File: config.mk
export PLATFORM = sky130hd
export DESIGN_NAME = core_mem_seq
export DESIGN_NICKNAME = d
export VERILOG_FILES = /design/src/rtl/cm_pkg.sv /design/src/rtl/cm_line_decode.sv /design/src/rtl/cm_phase_seq.sv /design/src/rtl/cm_self_test.sv /design/src/rtl/core_mem_seq.sv
export SDC_FILE = /design/constraint.sdc
export NUM_CORES = 1
export LEC_CHECK = 0
export ABC_AREA = 1
export BUFFER_PORTS_ARGS = -buffer_cell sky130_fd_sc_hd__buf_2
export CORE_ASPECT_RATIO = 1.75
export CORE_UTILIZATION = 35
export DETAILED_ROUTE_END_ITERATION = 6
export PLACE_DENSITY = 0.62
export SETUP_SLACK_MARGIN = 0.02
export SLEW_MARGIN = 20
export SYNTH_ARGS = -nofsm -noshare
export SYNTH_HDL_FRONTEND = slang
export SYNTH_SLANG_ARGS = --single-unit
File: constraint.sdc
create_clock -name clk -period 2 [get_ports clk]
set_clock_uncertainty 0.2 [all_clocks]
set_input_delay 0.2 -clock clk [delete_from_list [all_inputs] [get_ports clk]]
set_output_delay 0.2 -clock clk [all_outputs]
set_load 0.02 [all_outputs]
File: src/rtl/cm_pkg.sv
package cm_pkg;

   typedef enum logic [2:0] {
      PH_IDLE,
      PH_GAP0,
      PH_CLR,
      PH_HOLD,
      PH_GAP1,
      PH_SET,
      PH_TAIL
   } phase_e;

   function automatic int max2(input int a, input int b);
      return (a > b) ? a : b;
   endfunction

endpackage

File: src/rtl/cm_line_decode.sv
module cm_line_decode #(
   parameter int SEL_BITS = 3
) (
   input  logic [SEL_BITS-1:0]      idx_i,
   input  logic                     en_i,
   output logic [(1<<SEL_BITS)-1:0] sel_n_o
);
   localparam int LINES = 1 << SEL_BITS;

   for (genvar g = 0; g < LINES; g++) begin : g_line
      assign sel_n_o[g] = ~(en_i && (idx_i == SEL_BITS'(g)));
   end

endmodule

File: src/rtl/cm_phase_seq.sv
module cm_phase_seq
   import cm_pkg::*;
#(
   parameter int PULSE_CYC = 63,
   parameter int DEAD_CYC  = 1
) (
   input  logic   clk,
   input  logic   rst_n,
   input  logic   start_i,
   output phase_e phase_o,
   output logic   last_o,
   output logic   done_o
);
   localparam int MAXLEN = max2(PULSE_CYC, DEAD_CYC);
   localparam int CW     = $clog2(MAXLEN + 1);

   phase_e        phase_q;
   logic [CW-1:0] cnt_q;
   logic          done_q;

   function automatic logic [CW-1:0] len_of(input phase_e p);
      if (p == PH_CLR || p == PH_SET) return CW'(PULSE_CYC - 1);
      return CW'(DEAD_CYC - 1);
   endfunction

   function automatic phase_e succ(input phase_e p);
      case (p)
         PH_GAP0: return PH_CLR;
         PH_CLR:  return PH_HOLD;
         PH_HOLD: return PH_GAP1;
         PH_GAP1: return PH_SET;
         PH_SET:  return PH_TAIL;
         default: return PH_IDLE;
      endcase
   endfunction

   always_ff @(posedge clk or negedge rst_n) begin
      if (!rst_n) begin
         phase_q <= PH_IDLE;
         cnt_q   <= '0;
         done_q  <= 1'b0;
      end else begin
         done_q <= 1'b0;
         if (phase_q == PH_IDLE) begin
            if (start_i) begin
               phase_q <= PH_GAP0;
               cnt_q   <= len_of(PH_GAP0);
            end
         end else if (cnt_q == '0) begin
            phase_q <= succ(phase_q);
            cnt_q   <= len_of(succ(phase_q));
            if (phase_q == PH_TAIL) done_q <= 1'b1;
         end else begin
            cnt_q <= cnt_q - 1'b1;
         end
      end
   end

   assign phase_o = phase_q;
   assign last_o  = (phase_q == PH_CLR) && (cnt_q == '0);
   assign done_o  = done_q;

   // the strobe cycle closes the clear pulse
   a_r4_strobe_ends_clear: assert property (@(posedge clk) disable iff (!rst_n)
      last_o |=> (phase_q == PH_HOLD));

   // a finished access lands in idle
   a_r7_done_idle: assert property (@(posedge clk) disable iff (!rst_n)
      $rose(done_q) |-> $past(phase_q == PH_TAIL));

endmodule

File: src/rtl/cm_self_test.sv
module cm_self_test #(
   parameter int DATA_W = 8
) (
   input  logic              clk,
   input  logic              rst_n,
   input  logic              en_i,
   input  logic              idle_i,
   input  logic              done_i,
   input  logic [DATA_W-1:0] cap_i,
   output logic              start_o,
   output logic              write_o,
   output logic [DATA_W-1:0] wdata_o,
   output logic              err_o
);
   logic [1:0]        step_q;
   logic              busy_q;
   logic              err_q;
   logic [DATA_W-1:0] pattern;

   assign pattern = step_q[1] ? '1 : '0;
   assign start_o = en_i && idle_i && !done_i && !busy_q;
   assign write_o = !step_q[0];
   assign wdata_o = pattern;
   assign err_o   = err_q;

   always_ff @(posedge clk or negedge rst_n) begin
      if (!rst_n) begin
         step_q <= '0;
         busy_q <= 1'b0;
         err_q  <= 1'b0;
      end else begin
         if (start_o) busy_q <= 1'b1;
         if (done_i && busy_q) begin
            busy_q <= 1'b0;
            step_q <= step_q + 1'b1;
            if (step_q[0] && (cap_i != pattern)) err_q <= 1'b1;
         end else if (!en_i && !busy_q) begin
            step_q <= '0;
         end
      end
   end

   // the flag never drops without reset
   a_r10_err_sticky: assert property (@(posedge clk) disable iff (!rst_n)
      err_q |=> err_q);

   // a self-test launch takes the sequencer out of idle
   a_r9_launch_leaves_idle: assert property (@(posedge clk) disable iff (!rst_n)
      start_o |=> !idle_i);

endmodule

File: src/rtl/core_mem_seq.sv
module core_mem_seq
   import cm_pkg::*;
#(
   parameter int ADDR_W    = 6,
   parameter int DATA_W    = 8,
   parameter int PULSE_CYC = 63,
   parameter int DEAD_CYC  = 1
) (
   input  logic                        clk,
   input  logic                        rst_n,
   input  logic                        req_valid,
   output logic                        req_ready,
   input  logic                        req_write,
   input  logic [ADDR_W-1:0]           req_addr,
   input  logic [DATA_W-1:0]           req_wdata,
   output logic                        rd_valid,
   output logic [DATA_W-1:0]           rd_data,
   output logic [(1<<(ADDR_W/2))-1:0]  row_sel_n,
   output logic [(1<<(ADDR_W/2))-1:0]  col_sel_n,
   output logic                        drive_pol,
   output logic [DATA_W-1:0]           inhibit,
   output logic                        sense_strobe,
   input  logic [DATA_W-1:0]           sense_in,
   input  logic                        test_en,
   input  logic [ADDR_W-1:0]           test_addr,
   output logic                        test_err
);
   localparam int SEL_BITS = ADDR_W / 2;
   localparam int LINES    = 1 << SEL_BITS;
   localparam int RUN_W    = $clog2(max2(PULSE_CYC, DEAD_CYC) + 2);

   if (ADDR_W < 2 || (ADDR_W % 2) != 0) begin : g_bad_addr
      $error("ADDR_W must be even and at least 2");
   end
   if (DATA_W < 1) begin : g_bad_data
      $error("DATA_W must be at least 1");
   end
   if (PULSE_CYC < 1 || DEAD_CYC < 1) begin : g_bad_time
      $error("PULSE_CYC and DEAD_CYC must be at least 1");
   end

   phase_e              phase;
   logic                last_cyc;
   logic                done;
   logic                start;
   logic                host_fire;
   logic                st_start, st_write;
   logic [DATA_W-1:0]   st_wdata;
   logic                op_write_q;
   logic [ADDR_W-1:0]   addr_q;
   logic [DATA_W-1:0]   wdata_q;
   logic [DATA_W-1:0]   cap_q;
   logic [DATA_W-1:0]   word_b;
   logic                active;
   logic                idle;

   assign idle      = (phase == PH_IDLE);
   assign req_ready = idle && !test_en;
   assign host_fire = req_valid && req_ready;
   assign start     = host_fire || st_start;

   cm_phase_seq #(.PULSE_CYC(PULSE_CYC), .DEAD_CYC(DEAD_CYC)) u_seq (
      .clk     (clk),
      .rst_n   (rst_n),
      .start_i (start),
      .phase_o (phase),
      .last_o  (last_cyc),
      .done_o  (done)
   );

   cm_self_test #(.DATA_W(DATA_W)) u_test (
      .clk     (clk),
      .rst_n   (rst_n),
      .en_i    (test_en),
      .idle_i  (idle),
      .done_i  (done),
      .cap_i   (cap_q),
      .start_o (st_start),
      .write_o (st_write),
      .wdata_o (st_wdata),
      .err_o   (test_err)
   );

   always_ff @(posedge clk or negedge rst_n) begin
      if (!rst_n) begin
         op_write_q <= 1'b0;
         addr_q     <= '0;
         wdata_q    <= '0;
      end else if (start) begin
         op_write_q <= test_en ? st_write : req_write;
         addr_q     <= test_en ? test_addr : req_addr;
         wdata_q    <= test_en ? st_wdata : req_wdata;
      end
   end

   for (genvar b = 0; b < DATA_W; b++) begin : g_plane
      always_ff @(posedge clk or negedge rst_n) begin
         if (!rst_n)        cap_q[b] <= 1'b0;
         else if (last_cyc) cap_q[b] <= sense_in[b];
      end
   end

   assign active       = (phase == PH_CLR) || (phase == PH_SET);
   assign drive_pol    = (phase == PH_GAP1) || (phase == PH_SET) || (phase == PH_TAIL);
   assign word_b       = op_write_q ? wdata_q : cap_q;
   assign inhibit      = drive_pol ? ~word_b : '0;
   assign sense_strobe = last_cyc;
   assign rd_data      = cap_q;
   assign rd_valid     = done && !op_write_q;

   cm_line_decode #(.SEL_BITS(SEL_BITS)) u_row (
      .idx_i   (addr_q[ADDR_W-1 -: SEL_BITS]),
      .en_i    (active),
      .sel_n_o (row_sel_n)
   );

   cm_line_decode #(.SEL_BITS(SEL_BITS)) u_col (
      .idx_i   (addr_q[SEL_BITS-1:0]),
      .en_i    (active),
      .sel_n_o (col_sel_n)
   );

   // ---- checking support: run and gap lengths seen at the select pins ----
   logic             sel_on;
   logic             was_on_q;
   logic [RUN_W-1:0] run_q, gap_q;
   localparam logic [RUN_W-1:0] RUN_MAX = '1;

   assign sel_on = (row_sel_n != '1);

   always_ff @(posedge clk or negedge rst_n) begin
      if (!rst_n) begin
         was_on_q <= 1'b0;
         run_q    <= '0;
         gap_q    <= RUN_MAX;
      end else begin
         was_on_q <= sel_on;
         run_q    <= sel_on ? ((run_q == RUN_MAX) ? run_q : run_q + 1'b1) : '0;
         gap_q    <= sel_on ? '0 : ((gap_q == RUN_MAX) ? gap_q : gap_q + 1'b1);
      end
   end

   // rows and columns are driven together and never two at once
   a_r1_pair_together: assert property (@(posedge clk) disable iff (!rst_n)
      ((row_sel_n == '1) == (col_sel_n == '1)) &&
      ($countones(~row_sel_n) <= 1) && ($countones(~col_sel_n) <= 1));

   // each pulse lasts exactly the programmed length
   a_r2_pulse_len: assert property (@(posedge clk) disable iff (!rst_n)
      (!sel_on && was_on_q) |-> (run_q == RUN_W'(PULSE_CYC)));

   // quiet gap before new selects
   a_r3_gap_before: assert property (@(posedge clk) disable iff (!rst_n)
      (sel_on && !was_on_q) |-> (gap_q >= RUN_W'(DEAD_CYC)));

   // polarity moves only with selects released for two cycles
   a_r3_pol_quiet: assert property (@(posedge clk) disable iff (!rst_n)
      (drive_pol != $past(drive_pol)) |-> (!sel_on && !was_on_q));

   // strobe is followed by released selects
   a_r4_strobe_release: assert property (@(posedge clk) disable iff (!rst_n)
      sense_strobe |-> (sel_on && !drive_pol) ##1 !sel_on);

   // inhibit only while driving toward 1
   a_r8_inhibit_pol: assert property (@(posedge clk) disable iff (!rst_n)
      (inhibit != '0) |-> drive_pol);

   // an accepted request drops ready
   a_r7_accept_busy: assert property (@(posedge clk) disable iff (!rst_n)
      (req_valid && req_ready) |=> !req_ready);

endmodule

== Word level (Yosys, flattened, before mapping) ==
Index checks and enable logic that the tools add are counted.
Storage, ports and cells
  bits of input ports: 33
  output and inout port bits: 37
  word-level logic and storage cells: 131
  register bits after elaboration: 37
Cells by class
  reduce and logical (&&, ||, !) cells: 45
  mux-type cells: 26
  add/sub/neg operators: 2
  equality and inequality tests: 24
  bitwise gates (word level): 17
Operators by type and width (count)
  3-bit equality test (second input constant): 12
  6-bit 2-to-1 mux: 6
  8-bit 2-to-1 mux: 4
  1-bit logical AND: 26
  3-bit by 2-bit equality test with 1-bit output (second input constant): 7
  1-bit NOT: 16
  3-bit one-hot mux with 5 select lines: 1
  3-bit 2-to-1 mux: 4
  3-bit by 1-bit equality test with 1-bit output (second input constant): 3
  3-bit zero test: 3
  1-bit 2-to-1 mux: 9
  8-bit inequality test: 1
  8-bit NOT: 1
  6-bit zero test: 1
  2-bit nonzero test: 3
  6-bit by 1-bit subtractor with 6-bit output (second input constant): 1
  1-bit zero test: 5
  1-bit logical OR: 5
  2-bit 2-to-1 mux: 2
  2-bit AND reduction: 2
  2-bit by 1-bit adder with 2-bit output (second input constant): 1
  2-bit inequality test (second input constant): 1

== Longest topological paths before layout ==
Gate-level depths: netlist of run 1.
  depth in word-level cells: 12
  mapped depth: 9
  depth with buffers taken out: 9

== Hierarchy ==
Synthesis of run 1 repeated with hierarchy kept, for this count alone.
Unflattened totals
  cells, all modules: 355
  area, all modules: 2411.1 um2
Modules (own cells, without submodules)
  core_mem_seq: seq. area each 575.6 um2, area an instance 1288.7 um2, instances 1, cells an instance 186
  cm_phase_seq: seq. area each 250.2 um2, area an instance 658.1 um2, instances 1, cells an instance 84
  cm_self_test: seq. area each 100.1 um2, area an instance 316.6 um2, instances 1, cells an instance 47
  cm_line_decode: seq. area each 0.0 um2, area an instance 73.8 um2, instances 2, cells an instance 19

== Worst setup path before layout of run 1 ==
Ideal clock, no wire load.
  path kind: reg2out
  start point: register u_seq.cnt_q[0]
  end point: output sense_strobe
  buffers on the path: 1
  path slack: 0.068 ns
  stages on the path, launching flop included: 8
  arrival time: 1.532 ns
  data required time: 1.600 ns
  cell sequence: dfrtp_1 > inv_1 > ha_1 > inv_1 > nor2_2 > nand2_1 > buf_2 > nor3_1
On the way
  longest elaborated chain between the ends: 2
RTL lines
  start, declared: RTL line cm_phase_seq.sv:18  | logic [CW-1:0] cnt_q;
  start signal, assigned: RTL line cm_phase_seq.sv:47  | cnt_q <= len_of(PH_GAP0);
  start signal, assigned: RTL line cm_phase_seq.sv:51  | cnt_q <= len_of(succ(phase_q));
  start signal, assigned: RTL line cm_phase_seq.sv:54  | cnt_q <= cnt_q - 1'b1;
  6-bit zero test: RTL line cm_phase_seq.sv:60  | assign last_o = (phase_q == PH_CLR) && (cnt_q == '0);
  1-bit logical AND: RTL line cm_phase_seq.sv:60
  end, declared: RTL line core_mem_seq.sv:22  | output logic sense_strobe,
No other way between the ends.

== Final worst setup path of run 1 ==
  start point: register u_seq.phase_q[0] (netlist: u_seq.phase_o[0])
  end point: output col_sel_n[0]
On the way
  longest elaborated chain between the ends: 4
  elaborated cells on any way between the ends: 5
  those cells by class: eq/ne (2); bitwise (1); reduce/logical (2)
RTL lines
  start, declared: RTL line cm_phase_seq.sv:17  | phase_e phase_q;
  start signal, assigned: RTL line cm_phase_seq.sv:50  | phase_q <= succ(phase_q);
  3-bit by 2-bit equality test with 1-bit output or 3-bit equality test (tied branches): RTL line core_mem_seq.sv:103  | assign active = (phase == PH_CLR) || (phase == PH_SET);
  1-bit logical OR *: RTL line core_mem_seq.sv:103
  1-bit logical AND *: RTL line cm_line_decode.sv:11  | assign sel_n_o[g] = ~(en_i && (idx_i == SEL_BITS'(g)));
  1-bit NOT *: RTL line cm_line_decode.sv:11
  end, declared: RTL line core_mem_seq.sv:19  | output logic [(1<<(ADDR_W/2))-1:0] col_sel_n,
Mark *: on every way between the ends. The rest lies on a longest branch, timed or not.

==> results of run 1 <==
==> cells in the final DEF (no fill, tap or decap), drive strengths merged <==
cell type	count
nor2	40
nor3	4
ha	2
dfrtp	37
nand2	124
dlygate4sd3	9
clkbuf	7
nand3	21
buf	81
inv	34
nand4	13
dlymetal6s2s	1
a21oi	10
xnor2	1
o21ai	12
a211oi	8
clkinv	1
==> critical path, delay by kind of cell, from the launching register on <==
family                 cells  cell delay, ns
DFF                        1            0.48
and+or+nand+nor            5            0.52
buffers and inverters      2            0.23
==> per-stage QoR <==
step | power, mW | TNS [ns] | hold WS (ns)
after floorplan | 0.828 | 0 | -0.296
after global placement | 0.893 | 0 | 0.0828
after detailed placement | 0.895 | 0 | 0.0837
after CTS | 1.49 | 0 | 0.00699
after global routing | 1.54 | -0.136 | 0.0293
final | 1.47 | 0 | 0.00807
==> worst paths after layout <==
path                       cells after the start  slack, ns             end
min reg2reg                                    2       0.25    u_test.err_o
max reg2reg                                   10       0.29  u_seq.cnt_q[3]
max                                            7       0.07    col_sel_n[0]
min in group asynchronous                      3       0.29      wdata_q[6]
max in group asynchronous                      3       0.95      op_write_q
min                                            5      0.008      wdata_q[6]
==> flip-flops by register name (all words and copies together), names as in the netlist <==
| name | cells |
|---|---|
| u_test.step_q | 2 |
| u_test.busy_q | 1 |
| u_seq.done_o | 1 |
| u_seq.phase_o | 3 |
| u_test.err_o | 1 |
| op_write_q | 1 |
| addr_q | 6 |
| wdata_q | 8 |
| u_seq.cnt_q | 6 |
| rd_data | 8 |
==> routing by layer <==
metal,track usage (%),vias up,wire [um]
met3,2.90,7,181
met4,6.17,0,102
met2,35.9,45,3460
met1,19.6,1085,2300
met5,0,-,0
li1,-,1175,-
==> final cells by class <==
type                       count  area (um2)  share of cell area (%)
multi-input combinational    235        1250                    40.6
sequential                    37         931                    30.2
timing repair buffer          91         571                    18.5
inverter                      34         130                    4.22
tap                           80         100                    3.24
clock buffer                   7        96.3                    3.12
clock inverter                 1        5.00                   0.162
==> cells by family after synthesis <==
kind of cell / share of synthesized area [%]
simple gates: 39.4
buf+inv: 10.0
flops: 40.0
compound gates: 9.13
fa+ha+maj: 1.08
xor+xnor: 0.378
==> power groups by stage <==
| stage | Sequential [mW] | Combinational, mW | Clock [mW] |
|---|---|---|---|
| 2_1_floorplan | 0.785 | 0.0435 | 0 |
| 3_3_place_gp | 0.777 | 0.117 | 0 |
| 3_5_place_dp | 0.777 | 0.117 | 0 |
| 4_1_cts | 0.762 | 0.131 | 0.597 |
| 5_1_grt | 0.763 | 0.145 | 0.629 |
| 6_report | 0.762 | 0.128 | 0.582 |
==> what timing repair did <==
| action | in CTS | in global routing |
|---|---|---|
| hold buffers | 9 | 0 |
| buffers inserted | 4 | 2 |
| setup endpoints to repair | 20 | 26 |
| cloned | 0 | 0 |
| hold endpoints to repair | 45 | 0 |
| pin swaps | 2 | 3 |
| resized for setup | 14 | 26 |
==> run metrics, run 1 <==
die height between 100 and 150 um; global-route wire length before repair ~10000 um; pre-CTS setup slack about 0.18 ns; cts bufs inserted 5; clock group share of total power between 30% and 40%; Crit path required time about 1.6 ns; post-route minimum period approximately 1.9 ns; Worst setup startpoint u_seq.phase_o[0]; num rows 38; IO Count 70; Syn Nets 353; Starting Density a little under two fifths; final core utilization just under 50%; DR iter-0 viols roughly 100; Post-DRT Antenna Nets 0; area fraction of the dominant cell type after synthesis 40.0%; Pleak 1.65 nW; CP max-delay cell dfrtp_2; Synth Cell Area between 2000 and 2500 um2; Port Buf Inserts 69; area delta synth->final 33.2%; Cell variety after synth 26; maximum clock rate 519 MHz; Worst path most repeated cell nor2_4; maximum root-to-sink buffer count 2; Final setup viols 0; P_int 1.12 mW; dpl cell area 2710 um2; Net Sw Frac around a quarter; Routability Congestion around 0.84; Max-Cap Viols 0; CP startpoint kind register; Pre-Repair DR Iteration Count 4; Logic pwr share between 8 and 9%; synth warn 0; Synth Instances around 320; vias in the first global route between 2000 and 2500; largest net degree at the start of global routing 38; DP HPWL around 4300 um; Max Slew Vio Count 0; Post-synth top cells nand2_1 (109), dfrtp_1 (37), nor2_1 (37); Root Buffer clkbuf_8; core box area approximately 6300 um2; status finished clean; HP Start req_wdata[6]; Power Density 477 nW/um2; die width between 60 and 70 um; number of flops mapped to enable cells by yosys 0; DR vias/cell ~4.8; Synth async-reset ratio 100%; Via Count ~2300; Inst Count DP 462; wire per inst ~12 um; average size of a mapped cell roughly 7.3 um2; CP endpoint kind primary output; Hold Path Class input port to register; layout cells sized above 1 35.3%; Crit path largest cell delay 0.48 ns; final instance area 3090 um2; Crit Path Category register to primary output; # DRC 0; Rel. slew slack approximately two thirds; crit path cell chain inv_4 -> nand2_4 -> nor2_4 -> nor2_4 -> nor2_4 -> nand2_1 -> buf_6; RSZ-0062 raised after global routing yes; H-tree depth 2; Cell Count, Final, Fillers Out just under 500; CP arrival 1.53 ns; GRT overflow 0; CP max FO 6; total track usage between 15 and 20%; fin crit share 96.4%; reg2reg start u_seq.cnt_q[0]; CTS tree done; post-synth top area cell dfrtp_1; fillers about 640; peak supply drop between 0.2 and 0.3 mV; # clock sinks 37; initial antenna violation count 0; clk slew on worst S/H paths 0.08 ns; Routed WL ~6100 um; synth top area cells dfrtp_1 (40%), nand2_1 (18%), nor2_1 (6.0%); die area 6960 um2; Psw between 0.3 and 0.4 mW; Final Hold Vio Count 0; most frequent cell after synthesis nand2_1; Most used DFF post-synth dfrtp_1; sequential share of power between 50% and 60%; Yosys reg bits 37; Clock Latency Late Sink ~0.29 ns; PnR worst setup slack 0.0728 ns; Slew @ Worst Pin between 0.4 and 0.5 ns; Final #Nets 439; # diodes 0; sequential area share after synthesis 40.0%
(Power assumes the default switching activity.)
==> run 2, diff against run 1 <==
--- a/config.mk
+++ b/config.mk
@@ -10,7 +10,7 @@
 export CORE_ASPECT_RATIO = 1.75
 export CORE_UTILIZATION = 35
 export DETAILED_ROUTE_END_ITERATION = 6
-export PLACE_DENSITY = 0.62
+export PLACE_DENSITY = 0.64
 export SETUP_SLACK_MARGIN = 0.02
 export SLEW_MARGIN = 20
 export SYNTH_ARGS = -nofsm -noshare
==> constraint.sdc (replaced) <==
create_clock -name clk -period 1.6 [get_ports clk]
set_clock_uncertainty 0.2 [all_clocks]
set_input_delay 0.16 -clock clk [delete_from_list [all_inputs] [get_ports clk]]
set_output_delay 0.16 -clock clk [all_outputs]
set_load 0.02 [all_outputs]
==> run metrics, run 2 (synthesis results as in run 1) <==
Starting Density 36.9% (unchanged); IO Count 70 (unchanged); Final #Nets 490 (was 439); Port Buf Inserts 69 (unchanged); Hold Slack 0.00595 ns (was 0.00807 ns); die width 63.5 um (unchanged); Pre-Repair DR Iteration Count 4 (unchanged); die area 6960 um2 (unchanged); DP HPWL 4570 um (was 4290 um); most common cell after layout, fill and taps aside nand2_1 (unchanged); initial antenna violation count 0 (unchanged); RSZ-0062 raised after global routing yes (unchanged); core box area 6280 um2 (unchanged); Worst setup startpoint u_seq.phase_o[0] (unchanged); wire per inst 14.9 um (was 12.5 um); post-route minimum period 1.85 ns; Routed WL 7980 um (was 6050 um); maximum root-to-sink buffer count 2 (unchanged); GRT overflow 0 (unchanged); Max-Cap Viols 0 (unchanged); DR vias/cell 5.10 (was 4.77); sequential share of power 47.6% (was 51.8%); clock group share of total power 42.1% (was 39.5%); CP endpoint kind primary output (unchanged); met2 routed WL 4640 um (was 3460 um); total track usage 19.8% (was 18.4%); Hold Path Class input port to register (unchanged); WL met1 2820 um (was 2300 um); HP Start req_addr[1] (was req_wdata[6]); Max Slew Vio Count 0 (unchanged); largest net degree at the start of global routing 23 (was 38); CP arrival 1.49 ns (was 1.53 ns); fin crit share 116%; Via Count 2733 (was 2312); peak supply drop 0.375 mV (was 0.281 mV); failing checks negative setup slack; CP startpoint kind register (unchanged); dpl cell area 2900 um2 (was 2710 um2); Final setup viols 49 (was 0); clk slew on worst S/H paths 0.07 ns (was 0.08 ns); met3 WL 218 um (was 181 um); P_int 1.50 mW (was 1.12 mW); final instance area 4040 um2 (was 3090 um2); Crit path required time 1.24 ns (was 1.60 ns); maximum clock rate ~540 MHz; Post-DRT Antenna Nets 0 (unchanged); Pleak 2.09 nW (was 1.65 nW); layout cells sized above 1 49.6% (was 35.3%); Net Sw Frac 24.9% (was 23.8%); Logic pwr share 10.3% (was 8.7%); Slew @ Worst Pin 0.449 ns (was 0.479 ns); # diodes 0 (unchanged); Max Used Layer met4 (unchanged); Rel. slew slack 70.0% (was 68.1%); DR iter-0 viols 165 (was 102); Power Density 495 nW/um2 (was 477 nW/um2); CP max FO 4 (was 6); Power Total 2.00 mW (was 1.47 mW); Routability Congestion 0.851 (was 0.842); CTS tree done (unchanged); global-route wire length before repair 10800 um (was 9980 um); num rows 38 (unchanged); reg2reg start u_seq.phase_o[1] (was u_seq.cnt_q[0]); vias in the first global route 2433 (was 2280); H-tree depth 2 (unchanged); cts bufs inserted 5 (unchanged); most frequent cells in the layout nand2_1 (90), buf_2 (42), buf_6 (36), buf_4 (34), dfrtp_1 (33) (was nand2_1 (105), buf_2 (62), dfrtp_1 (33), nor2_1 (32), inv_1 (29)); die height 110 um (unchanged); Root Buffer clkbuf_8 (unchanged); Final Hold Vio Count 0 (unchanged); Crit Path Category register to primary output (unchanged); area delta synth->final 74.6% (was 33.2%); PnR worst setup slack -0.255 ns (was 0.0728 ns); Psw 0.498 mW (was 0.350 mW); # DRC 0 (unchanged); Clock Latency Late Sink 0.30 ns (was 0.29 ns); # clock sinks 37 (unchanged); status finished, violations left (was finished clean)
-- run 2: changes by cell type in the layout (fill, tap and decap cells not counted), moves of 5 or more --
cell,delta
buf_6,+32
buf_2,-20
buf_4,+19
nand2_1,-15
dlygate4sd3_1,+13
nor2_1,-12
nor2_4,+9
nand2_4,+8
nand2_2,+6
a211oi_1,-5
a211oi_2,+5
-- run 2: power by group through the flow --
stage	Sequential, mW	Clock (mW)	Combinational (mW)
6_report	0.953	0.843	0.207
5_1_grt	0.954	0.898	0.229
3_5_place_dp	0.972	0	0.152
3_3_place_gp	0.971	0	0.151
4_1_cts	0.953	0.850	0.195
2_1_floorplan	0.981	0	0.0544
-- run 2: layer usage --
metal,up-vias,GRT usage [%]
li1,1291,-
met1,1337,20.9
met2,82,37.5
met3,23,2.80
met4,0,9.90
met5,-,0
-- run 2: repair_timing --
| action | CTS | global route |
|---|---|---|
| buffers inserted | 3 | 16 |
| pin swaps | 5 | 21 |
| hold buffers | 22 | 0 |
| gates cloned | 0 | 7 |
| gates resized for setup | 83 | 81 |
| endpoints found under the setup margin | 32 | 61 |
| endpoints found under the hold margin | 56 | 0 |
-- run 2: path summary, 6_finish.rpt --
kind                       slack, ns  depth (start not counted)              to
max in group asynchronous       0.59                          3      op_write_q
max reg2reg                    -0.14                          6       addr_q[5]
min in group asynchronous       0.14                          2  u_seq.cnt_q[3]
min                            0.006                          5       addr_q[1]
min reg2reg                     0.26                          2    u_test.err_o
max                            -0.25                          7    row_sel_n[4]
-- run 2: cell type report --
type / instances / area, um2
Fill cell: 501 / 2230
Multi-Input combinational cell: 239 / 1590
Timing Repair Buffer: 138 / 1180
Sequential cell: 37 / 933
Inverter: 34 / 130
Tap cell: 80 / 100
Clock buffer: 5 / 68.8
Clock inverter: 3 / 46.3
-- run 2: critical path: stages, from the launching register on --
cell     delay, ns
dfrtp_2       0.46
inv_4         0.10
nand2_4       0.06
nor2_4        0.12
nor2_4        0.08
nor2_4        0.14
nand2_1       0.10
buf_6         0.15
-- run 2: stage by stage --
stage	std cells	setup TNS (ns)	util (%)	setup slack, ns
global placement	482	0	46.1	0.0231
CTS	514	-5.00	56.2	-0.219
floorplan	318	-0.0775	-	-0.0119
global route	536	-11.26	64.4	-0.339
detailed placement	482	-0.00694	46.1	-0.00356
finish	536	-7.75	64.4	-0.255
==> run 3, diff against run 2 <==
--- a/config.mk
+++ b/config.mk
@@ -7,11 +7,14 @@
 export LEC_CHECK = 0
 export ABC_AREA = 1
 export BUFFER_PORTS_ARGS = -buffer_cell sky130_fd_sc_hd__buf_2
+export CELL_PAD_IN_SITES_DETAIL_PLACEMENT = 1
+export CELL_PAD_IN_SITES_GLOBAL_PLACEMENT = 1
 export CORE_ASPECT_RATIO = 1.75
-export CORE_UTILIZATION = 35
+export CORE_UTILIZATION = 33
 export DETAILED_ROUTE_END_ITERATION = 6
-export PLACE_DENSITY = 0.64
+export PLACE_DENSITY = 0.81
 export SETUP_SLACK_MARGIN = 0.02
+export SKIP_CTS_REPAIR_TIMING = 1
 export SLEW_MARGIN = 20
 export SYNTH_ARGS = -nofsm -noshare
 export SYNTH_HDL_FRONTEND = slang
==> run metrics, run 3 (synthesis results as in run 1) <==
failing checks negative hold slack, negative setup slack (was negative setup slack); Final Hold Vio Count 3 (was 0); WP buf/inv 2 (unchanged); P_int 1.68 mW (was 1.50 mW); Power Total 2.20 mW (was 2.00 mW); Final #Nets 479 (was 490); die area 7370 um2 (was 6960 um2); core box area 6810 um2 (was 6280 um2); Max Slew Vio Count 0 (unchanged); maximum clock rate 520 MHz (was 539 MHz); crit path cell chain inv_2 -> nor3_4 -> nor2_4 -> nor2_4 -> nand2_1 -> buf_6 (was inv_4 -> nand2_4 -> nor2_4 -> nor2_4 -> nor2_4 -> nand2_1 -> buf_6); Rel. slew slack 64.9% (was 70.0%); DP HPWL 5590 um (was 4570 um); Pleak 1.95 nW (was 2.09 nW); vias in the first global route 2724 (was 2433); Via Count 2743 (was 2733); Root Buffer clkbuf_16 (was clkbuf_8); # DRC 0 (unchanged); RSZ-0062 raised after global routing yes (unchanged); DR iter-0 viols 109 (was 165); CTS tree done (unchanged); Max-Cap Viols 0 (unchanged); Post-DRT Antenna Nets 0 (unchanged); most common cell after layout, fill and taps aside nand2_1 (unchanged); total track usage 21.2% (was 19.8%); post-route minimum period 1.92 ns (was 1.85 ns); num rows 40 (was 38); Psw 0.527 mW (was 0.498 mW); status finished, violations left (unchanged); GRT overflow 0 (unchanged); CP startpoint kind register (unchanged); # clock sinks 37 (unchanged); DR vias/cell 5.19 (was 5.10); fin crit share 120% (was 116%); most frequent cells in the layout nand2_1 (99), buf_2 (47), buf_4 (42), dfrtp_1 (34), buf_6 (28) (was nand2_1 (90), buf_2 (42), buf_6 (36), buf_4 (34), dfrtp_1 (33)); fillers 852 (was 501); maximum root-to-sink buffer count 2 (unchanged); global-route wire length before repair 12200 um (was 10800 um); Worst path most repeated cell nor2_4 (unchanged); PnR worst setup slack -0.322 ns (was -0.255 ns); Clock Latency Late Sink 0.29 ns (was 0.30 ns); # diodes 0 (unchanged); Logic pwr share 8.2% (was 10.3%); largest net degree at the start of global routing 38 (was 23); initial antenna violation count 0 (unchanged); Crit path required time 1.24 ns (about the same); Pre-Repair DR Iteration Count 4 (unchanged); Top Family by Delay on Critical Path simple AND/OR/NAND/NOR gates (unchanged); peak supply drop 0.553 mV (was 0.375 mV); Crit path largest cell delay 0.43 ns (was 0.46 ns); Starting Density 34.0% (was 36.9%); Hold Path Class input port to register (unchanged); Net Sw Frac 23.9% (was 24.9%); sequential share of power 43.3% (was 47.6%); CP endpoint kind primary output (unchanged); CP max FO 4 (unchanged); CP max-delay cell dfrtp_2 (unchanged); wire per inst 19.7 um (was 14.9 um); die width 65.3 um (was 63.5 um); clk slew on worst S/H paths 0.06 ns (was 0.07 ns); Port Buf Inserts 69 (unchanged); Crit Path Category register to primary output (unchanged); die height 113 um (was 110 um); Slew @ Worst Pin 0.526 ns (was 0.449 ns); area delta synth->final 64.4% (was 74.6%); layout cells sized above 1 47.6% (was 49.6%); H-tree depth 2 (unchanged); IO Count 70 (unchanged); clock group share of total power 48.5% (was 42.1%); Hold Slack -0.0127 ns (was 0.00595 ns); Routed WL 10400 um (was 7980 um); cts bufs inserted 5 (unchanged); Routability Congestion 0.834 (was 0.851); CP arrival 1.56 ns (was 1.49 ns); Final setup viols 60 (was 49); Power Density 579 nW/um2 (was 495 nW/um2)
[run 3: worst paths after layout]
path	from	end	slack [ns]	cells after the start
min	req_addr[1]	addr_q[1]	-0.01	5
max in group asynchronous	rst_n	u_seq.phase_o[2]	0.52	3
min in group asynchronous	rst_n	u_seq.cnt_q[4]	0.27	3
min reg2reg	u_test.err_o	u_test.err_o	0.30	2
max	u_seq.phase_o[2]	row_sel_n[0]	-0.32	6
max reg2reg	u_seq.phase_o[0]	u_seq.phase_o[2]	-0.20	8
[run 3: worst reg2reg max path, cell delays in order (launching register included)]
cell and delay, ns:
dfrtp_1 0.44, buf_4 0.18, nor2_4 0.13, buf_4 0.14, nand4_4 0.16, buf_4 0.21, nand3_4 0.10, nand2_1 0.08
nand2_1 0.09
[run 3: metal layers]
layer  vias to the layer above  part of all wire (%)  global-route usage, %
met5                         -                     0                      0
met4                         0                   4.9                   9.86
met3                        36                   2.6                   2.62
met2                        65                    57                   41.6
met1                      1379                    35                   20.8
li1                       1263                     -                      -
[run 3: metrics by stage]
step / worst slack [ns] / setup TNS [ns] / instance area, um2 / std cells / utilization [%]
finish: -0.322 / -10.70 / 3810 / 529 / 55.9
global route: -0.358 / -13.29 / 3810 / 529 / 55.9
CTS: -0.394 / -10.28 / 3080 / 498 / 45.2
detailed placement: -0.111 / -1.80 / 2920 / 490 / 42.9
global placement: -0.0406 / -0.487 / 2920 / 490 / 42.9
floorplan: -0.0119 / -0.0775 / 2330 / 318 / -
[run 3: power groups by stage]
stage | clock network (mW) | registers [mW] | logic, mW
after floorplan | 0 | 0.981 | 0.0544
after global placement | 0 | 0.971 | 0.149
after detailed placement | 0 | 0.972 | 0.153
after CTS | 1.07 | 0.955 | 0.154
after global routing | 1.10 | 0.956 | 0.198
final | 1.07 | 0.955 | 0.181
[run 3: cell type report]
| type | instances | area (um2) | share of cell area [%] |
|---|---|---|---|
| Tap cell | 84 | 105 | 2.76 |
| Sequential cell | 37 | 930 | 24.4 |
| Timing Repair Buffer | 128 | 1000 | 26.3 |
| Multi-Input combinational cell | 238 | 1490 | 39.0 |
| Clock buffer | 7 | 153 | 4.01 |
| Inverter | 34 | 128 | 3.35 |
| Clock inverter | 1 | 5.00 | 0.131 |
